<file path="src/rtl/nco_pkg.sv">
// Shared sizing defaults for the oscillator and its loader.
// Assumes: the frame is offset + sleep + 2 format bits + tuning word.
package nco_pkg;
    localparam int ACC_W  = 32;   // accumulator width
    localparam int PH_W   = 14;   // truncated phase width
    localparam int OFS_W  = 5;    // phase offset width
    localparam int AMP_W  = 10;   // signed amplitude width
    localparam int TAB_AW = 8;    // quarter table address width
    localparam int BYTE_W = 8;    // byte write width
endpackage

</file>
<file path="src/rtl/nco_loader.sv">
// Staging buffer plus active control word.
// Byte and serial writes shift into one buffer, most significant first.
// A strobe with a full frame moves offset, sleep and tuning word together.
// Assumes: single-cycle write pulses synchronous to clk.
module nco_loader #(
    parameter int TUNE_W = nco_pkg::ACC_W,
    parameter int OFS_W  = nco_pkg::OFS_W,
    parameter int BYTE_W = nco_pkg::BYTE_W
) (
    input  logic              clk,
    input  logic              rst_n,
    input  logic              byte_wr,
    input  logic [BYTE_W-1:0] byte_in,
    input  logic              ser_wr,
    input  logic              ser_din,
    input  logic              frame_rst,
    input  logic              load_strobe,
    output logic [TUNE_W-1:0] tune_o,
    output logic [OFS_W-1:0]  ofs_o,
    output logic              pd_o
);
    localparam int FRAME_W = OFS_W + 3 + TUNE_W;
    localparam int CNT_W   = $clog2(FRAME_W + 1);
    localparam logic [CNT_W-1:0] FULL  = CNT_W'(FRAME_W);
    localparam logic [CNT_W-1:0] ROOM  = CNT_W'(FRAME_W - BYTE_W);
    localparam logic [CNT_W-1:0] BSTEP = CNT_W'(BYTE_W);
    localparam logic [CNT_W-1:0] ONE   = CNT_W'(1);
    localparam int PD_BIT  = TUNE_W + 2;

    logic [FRAME_W-1:0] shift_q;
    logic [CNT_W-1:0]   cnt_q;
    logic               full;
    logic               take;

    assign full = (cnt_q == FULL);
    assign take = load_strobe && full;

    // Staging buffer and fill count.
    always_ff @(posedge clk) begin
        if (!rst_n) begin
            shift_q <= '0;
            cnt_q   <= '0;
        end else if (frame_rst || take) begin
            cnt_q   <= '0;
        end else if (byte_wr) begin
            if (cnt_q <= ROOM) begin
                shift_q <= {shift_q[FRAME_W-BYTE_W-1:0], byte_in};
                cnt_q   <= cnt_q + BSTEP;
            end
        end else if (ser_wr && !full) begin
            shift_q <= {shift_q[FRAME_W-2:0], ser_din};
            cnt_q   <= cnt_q + ONE;
        end
    end

    // Active control word, all fields updated on one edge.
    always_ff @(posedge clk) begin
        if (!rst_n) begin
            tune_o <= '0;
            ofs_o  <= '0;
            pd_o   <= 1'b0;
        end else if (take) begin
            tune_o <= shift_q[TUNE_W-1:0];
            ofs_o  <= shift_q[FRAME_W-1 -: OFS_W];
            pd_o   <= shift_q[PD_BIT];
        end
    end

    a_r11_count_bound: assert property (@(posedge clk) disable iff (!rst_n)
        cnt_q <= FULL);
    a_r9_frame_clear: assert property (@(posedge clk) disable iff (!rst_n)
        frame_rst |=> cnt_q == '0);
    a_r8_partial_ignored: assert property (@(posedge clk) disable iff (!rst_n)
        (load_strobe && cnt_q != FULL) |=> ($stable(tune_o) && $stable(ofs_o) && $stable(pd_o)));
    a_r7_no_strobe_stable: assert property (@(posedge clk) disable iff (!rst_n)
        !load_strobe |=> ($stable(tune_o) && $stable(ofs_o) && $stable(pd_o)));
endmodule

</file>
<file path="src/rtl/nco_phase_acc.sv">
// Phase accumulator with hold, truncation and phase offset.
// Assumes: tune and ofs come from registers (stable within a cycle).
module nco_phase_acc #(
    parameter int ACC_W = nco_pkg::ACC_W,
    parameter int PH_W  = nco_pkg::PH_W,
    parameter int OFS_W = nco_pkg::OFS_W
) (
    input  logic             clk,
    input  logic             rst_n,
    input  logic [ACC_W-1:0] tune,
    input  logic [OFS_W-1:0] ofs,
    input  logic             hold,
    output logic [PH_W-1:0]  phase_o
);
    localparam int PAD = PH_W - OFS_W;

    logic [ACC_W-1:0] acc_q;

    // Accumulate the tuning word unless asleep.
    always_ff @(posedge clk) begin
        if (!rst_n)     acc_q <= '0;
        else if (!hold) acc_q <= acc_q + tune;
    end

    // Truncate and add offset at the top of the phase word.
    assign phase_o = acc_q[ACC_W-1 -: PH_W] + {ofs, {PAD{1'b0}}};

    a_r10_acc_hold: assert property (@(posedge clk) disable iff (!rst_n)
        hold |=> $stable(acc_q));
    a_r2_acc_step: assert property (@(posedge clk) disable iff (!rst_n)
        !hold |=> acc_q == $past(acc_q + tune));
endmodule

</file>
<file path="src/rtl/nco_quarter_sine.sv">
// Quarter-wave sine lookup with quadrant folding.
// The table is filled at elaboration by an integer Taylor series; entry k
// holds the sine at (k + 0.5) table steps, so mirroring by inversion is exact.
// Assumes: phase carries quadrant in its two top bits.
module nco_quarter_sine #(
    parameter int TAB_AW = nco_pkg::TAB_AW,
    parameter int AMP_W  = nco_pkg::AMP_W
) (
    input  logic [TAB_AW+1:0]       phase,
    output logic signed [AMP_W-1:0] amp
);
    localparam int QD   = 2 ** TAB_AW;
    localparam int AMAX = 2 ** (AMP_W - 1) - 1;

    // Fixed-point sine magnitude for one table entry.
    function automatic logic [AMP_W-2:0] sine_entry(input int k);
        longint pi_q, x, x2, term, s, r;
        pi_q = 64'sd3373259426;
        x    = (longint'(2 * k + 1) * pi_q) / longint'(4 * QD);
        x2   = (x * x) >>> 30;
        term = x;
        s    = x;
        for (int i = 1; i <= 6; i++) begin
            term = -((term * x2) >>> 30) / longint'((2 * i) * (2 * i + 1));
            s    = s + term;
        end
        r = (s * longint'(AMAX) + (64'sd1 <<< 29)) >>> 30;
        return r[AMP_W-2:0];
    endfunction

    logic [AMP_W-2:0]  tab [QD];
    logic [1:0]        quad;
    logic [TAB_AW-1:0] idx;
    logic [AMP_W-2:0]  mag;

    for (genvar k = 0; k < QD; k++) begin : g_tab
        assign tab[k] = sine_entry(k);
    end

    // Fold the phase into the first quadrant and restore the sign.
    always_comb begin
        quad = phase[TAB_AW+1:TAB_AW];
        idx  = quad[0] ? ~phase[TAB_AW-1:0] : phase[TAB_AW-1:0];
        mag  = tab[idx];
        amp  = quad[1] ? -$signed({1'b0, mag}) : $signed({1'b0, mag});
    end
endmodule

</file>
<file path="src/rtl/nco_core.sv">
// Oscillator top: loader, accumulator, sine table and output registers.
// Phase and amplitude are registered together; sleep forces amplitude to 0.
// Assumes: all inputs synchronous to clk.
module nco_core #(
    parameter int ACC_W  = nco_pkg::ACC_W,
    parameter int PH_W   = nco_pkg::PH_W,
    parameter int OFS_W  = nco_pkg::OFS_W,
    parameter int AMP_W  = nco_pkg::AMP_W,
    parameter int TAB_AW = nco_pkg::TAB_AW,
    parameter int BYTE_W = nco_pkg::BYTE_W
) (
    input  logic                    clk,
    input  logic                    rst_n,
    input  logic                    byte_wr,
    input  logic [BYTE_W-1:0]       byte_in,
    input  logic                    ser_wr,
    input  logic                    ser_din,
    input  logic                    frame_rst,
    input  logic                    load_strobe,
    output logic [PH_W-1:0]         phase_out,
    output logic signed [AMP_W-1:0] amp_out
);
    logic [ACC_W-1:0]        tune;
    logic [OFS_W-1:0]        ofs;
    logic                    pd;
    logic [PH_W-1:0]         phase_c;
    logic signed [AMP_W-1:0] amp_c;

    nco_loader #(.TUNE_W(ACC_W), .OFS_W(OFS_W), .BYTE_W(BYTE_W)) u_load (
        .clk(clk), .rst_n(rst_n), .byte_wr(byte_wr), .byte_in(byte_in),
        .ser_wr(ser_wr), .ser_din(ser_din), .frame_rst(frame_rst),
        .load_strobe(load_strobe), .tune_o(tune), .ofs_o(ofs), .pd_o(pd)
    );

    nco_phase_acc #(.ACC_W(ACC_W), .PH_W(PH_W), .OFS_W(OFS_W)) u_acc (
        .clk(clk), .rst_n(rst_n), .tune(tune), .ofs(ofs), .hold(pd),
        .phase_o(phase_c)
    );

    nco_quarter_sine #(.TAB_AW(TAB_AW), .AMP_W(AMP_W)) u_rom (
        .phase(phase_c[PH_W-1 -: TAB_AW+2]), .amp(amp_c)
    );

    // Output registers: phase and amplitude stay aligned.
    always_ff @(posedge clk) begin
        if (!rst_n) begin
            phase_out <= '0;
            amp_out   <= '0;
        end else begin
            phase_out <= phase_c;
            amp_out   <= pd ? '0 : amp_c;
        end
    end

    a_r10_amp_zero: assert property (@(posedge clk) disable iff (!rst_n)
        pd |=> amp_out == '0);
    a_r4_no_min: assert property (@(posedge clk) disable iff (!rst_n)
        amp_out != {1'b1, {(AMP_W-1){1'b0}}});
    a_r4_upper_sign: assert property (@(posedge clk) disable iff (!rst_n)
        !phase_out[PH_W-1] |-> !amp_out[AMP_W-1]);
    a_r4_lower_sign: assert property (@(posedge clk) disable iff (!rst_n)
        phase_out[PH_W-1] |-> (amp_out[AMP_W-1] || amp_out == '0));
endmodule

</file>
<file path="config.mk">
export PLATFORM = sky130hd
export DESIGN_NAME = nco_core
export DESIGN_NICKNAME = d
export VERILOG_FILES = /design/src/rtl/nco_pkg.sv /design/src/rtl/nco_loader.sv /design/src/rtl/nco_phase_acc.sv /design/src/rtl/nco_quarter_sine.sv /design/src/rtl/nco_core.sv
export SDC_FILE = /design/constraint.sdc
export NUM_CORES = 1
export LEC_CHECK = 0
export BUFFER_PORTS_ARGS = -buffer_cell sky130_fd_sc_hd__clkbuf_2
export CAP_MARGIN = 10
export CORE_MARGIN = 3
export CORE_UTILIZATION = 29
export DETAILED_ROUTE_END_ITERATION = 8
export SYNTH_ARGS = -nofsm -noshare
export SYNTH_HDL_FRONTEND = slang
export SYNTH_SLANG_ARGS = --single-unit
</file>
<file path="constraint.sdc">
create_clock -name clk -period 4.5 [get_ports clk]
set_clock_uncertainty 0.15 [all_clocks]
set_input_delay 0.675 -clock clk [delete_from_list [all_inputs] [get_ports clk]]
set_output_delay 0.675 -clock clk [all_outputs]
set_load 0.01 [all_outputs]
</file>
==> metrics.md <==
| Metric | Value |
|---|---|
| Worst EP arrival | 4.45 ns |
| Die H | 204 um |
| Fin Hold WS | 0.311 ns |
| Hold Path End | u_load.tune_o[0]$_SDFFE_PN0P_ |
| Placed Cells | 2,128 |
| Max-slew violations | 0 |
| Slew headroom | 0.328 |
| Vias in the first global route | 12.3k |
| First-pass GRT wire length | 73,500 um |
| Ranking of synthesized cells by area | dfxtp_1 (25%), a21oi_1 (6.3%), nor2_1 (5.7%) |
| Clock Path Buffers | 2 |
| Actual slew at the worst max-slew pin | 1.00 ns |
| IO buf count | 38 |
| Most used DFF post-synth | dfxtp_1 |
| Terminus of the critical flop-to-flop path | amp_out[5]$_SDFF_PP0_ |
| Mapped Nets | 1,631 |
| Die area | 41,800 um2 |
| Number of nets with antenna violations after routing | 0 |
| Yosys cell types | 89 |
| Synth Instances | 1,571 |
| Drt via density | 5.93 |
| Peak VDD IR | 0.283 mV |
| Achievable Freq | 0.236 GHz |
| CP Buf/Inv Count | 3 |
| Syn_area_per_cell | 7.27 um2 |
| Critical Path Start Type | flip-flop |
| Drt total wl | 47,500 um |
| Num CTS Buffers | 17 |
| Setup CP Type | flip-flop to flip-flop |
| Most frequent cells in the layout | nor2_1 (173), nand2_1 (151), a21oi_1 (144) |
| Status | completed |
| CP max FO | 24 |
| Initial Util | 0.295 |
| Clk sinks | 140 |
| Min-Delay Startpoint | u_load.tune_o[0]$_SDFFE_PN0P_ |
| FP Rows | 72 |
| Fraction of layout cells with a size suffix above 1 | 0.155 |
| Top delay family on crit path | compound AO/OA/AOI/OAI gates |
| Final Critical Period | 4.24 ns |
| Root buf cell | clkbuf_16 |
| DP HPWL | 34,600 um |
| Area delta synth->final | 17.7% |
| YS warnings | 0 |
| Leak | 0.00522 uW |
| Die W | 204 um |
| DRC Markers | 0 |
| Max stage delay cell, worst path | a21oi_1 |
| Mapped Area | 11,400 um2 |
| Endpoints failing setup | 0 |
| Drt first pass iters | 7 |
| Setup TNS | 0 ns |
| Htree depth | 4 |
| Filler cells | 4,117 |
| Ys async rst share | 0 |
| Post-synth EDFFs | 0 |
| # IOs | 39 |
| Core Area | 38,700 um2 |
| Wire per inst | 22.0 um |
| Area fraction of the dominant cell type after synthesis | 0.245 |
| Setup slack, reg-to-reg | 0.26 ns |
| Cell count of the worst reg-to-reg path | 14 |
| GRT overflow | 0 |
| Fin crit share | 0.942 |
| Crit. End Element | flip-flop |
| Register area share after synthesis | 0.245 |
| Worst Hold Class | flip-flop to flip-flop |
| Power Density | 212 nW/um2 |
| CTS Hold Buffers Added | 0 |
| Clock latency on the worst-skew pair | 0.43 ns |
| GRT Overall Usage | 0.223 |
| Post-synth top area cell | dfxtp_1 |
| Clock Pin Slew Worst Setup and Hold Paths | 0.07 ns |
| DRT iter0 DRCs | 1,378 |
| Largest net degree at the start of global routing | 115 |
| Non-Filler Instances | 2,163 |
| Hold Path Depth | 2 |
| FF-to-FF Start | u_acc.acc_q[28]$_SDFFE_PN0N_ |
| Final nets | 1,690 |
| Final Hold Fails | 0 |
| RSZ-0062 raised after global routing | no |
| CP max stage delay | 0.51 ns |
| TritonCTS clock tree | yes |
| Seq cells post-synth | 140 |
| Commonest non-fill, non-tap cell in the layout | nor2_1 |
| CP required | 4.72 ns |
| Cell Chain, Critical Path | ha_1 > a211o_2 > a21o_1 > buf_12 > a21oi_1 > a22oi_1 > o41ai_1 > a31o_2 > a22oi_1 > buf_4 > buf_4 > or2_1 > or4_1 > nand3_1 |
| Max Cap Viol | 0 |
| Total vias in the final route | 12.8k |
| Initial antenna violation count | 1 |
| Placer Congestion | 1.00 |
| Design Power | 2850 uW |
kinds of logic after synthesis:
group                    synth area share
multiplexers                       0.0530
buffers and inverters              0.0676
adder cells (fa/ha/maj)            0.0506
AO/OA/AOI/OAI                       0.328
XOR/XNOR                           0.0292
AND/OR/NAND/NOR                     0.227
flip-flops                          0.245
per-stage QoR:
stage / utilization / area [um2] / setup WS [ns]
after floorplan: - / 11400 / 0.354
after global placement: 0.331 / 12800 / 0.209
after detailed placement: 0.331 / 12800 / 0.211
after CTS: 0.346 / 13400 / 0.212
after global routing: 0.347 / 13400 / 0.0210
final: 0.347 / 13400 / 0.263
where the power goes:
group / internal [uW] / switching (uW)
Combinational: 50.8 / 74.5
Sequential: 1270 / 31.3
Clock: 802 / 620
worst max path at each step:
stage | from | end | slack, ns | depth (start not counted)
floorplan | u_load.ofs_o[1]$_SDFFE_PN0P_ | amp_out[7]$_SDFF_PP0_ | 0.35 | 18
finish | u_acc.acc_q[28]$_SDFFE_PN0N_ | amp_out[5]$_SDFF_PP0_ | 0.26 | 14
global route | u_acc.acc_q[28]$_SDFFE_PN0N_ | amp_out[8]$_SDFF_PP0_ | 0.02 | 17
detailed placement | u_acc.acc_q[27]$_SDFFE_PN0N_ | amp_out[7]$_SDFF_PP0_ | 0.21 | 13
CTS | u_acc.acc_q[27]$_SDFFE_PN0N_ | amp_out[7]$_SDFF_PP0_ | 0.21 | 13
global placement | u_acc.acc_q[27]$_SDFFE_PN0N_ | amp_out[7]$_SDFF_PP0_ | 0.21 | 13
metal layers:
layer | up-vias | share of wire | GRT usage
met5 | - | 0 | 0
met4 | 0 | 0.047 | 0.0983
met3 | 147 | 0.083 | 0.0427
met2 | 677 | 0.45 | 0.359
met1 | 6041 | 0.42 | 0.291
li1 | 5952 | - | -
sequential cells by signal (all words and copies together), names as in the netlist:
name,flops
u_load.tune_o,32
u_load.cnt_q,6
phase_out,14
u_load.pd_o,1
u_load.ofs_o,5
u_load.shift_q,40
amp_out,10
u_acc.acc_q,32
cell type report:
cell class | instances | area [um2] | share of cell area
multi-input combinational | 1249 | 7870 | 0.585
inverter | 41 | 155 | 0.0115
tap | 518 | 648 | 0.0482
antenna | 2 | 5.00 | 0.000372
clock inverter | 14 | 154 | 0.0114
sequential | 140 | 2810 | 0.209
timing repair buffer | 181 | 1360 | 0.101
clock buffer | 18 | 439 | 0.0327
cells in the mapped netlist (all sizes together), types with 29 or more instances:
| cell type | number |
|---|---|
| buf | 57 |
| a31oi | 32 |
| inv | 41 |
| mux2i | 56 |
| o21ai | 101 |
| nor2 | 175 |
| dfxtp | 140 |
| o211ai | 29 |
| nand3 | 47 |
| clkbuf | 84 |
| a211oi | 52 |
| nor3 | 37 |
| nand2 | 153 |
| a21oi | 146 |
| ha | 43 |
repair_timing:
action,in CTS,in global routing
setup endpoints to repair,0,4
hold endpoints to repair,0,0
buffers inserted,0,1
resized for setup,0,5
worst register-to-register path: cells and delay by family, from the launching register on:
family,cells,cell delay (ns)
adders and majority gates,1,0.33
DFF,1,0.34
buffers and inverters,3,0.51
AOI/OAI and AO/OA,7,2.00
and+or+nand+nor,3,0.86
(Power assumes the default switching activity.)
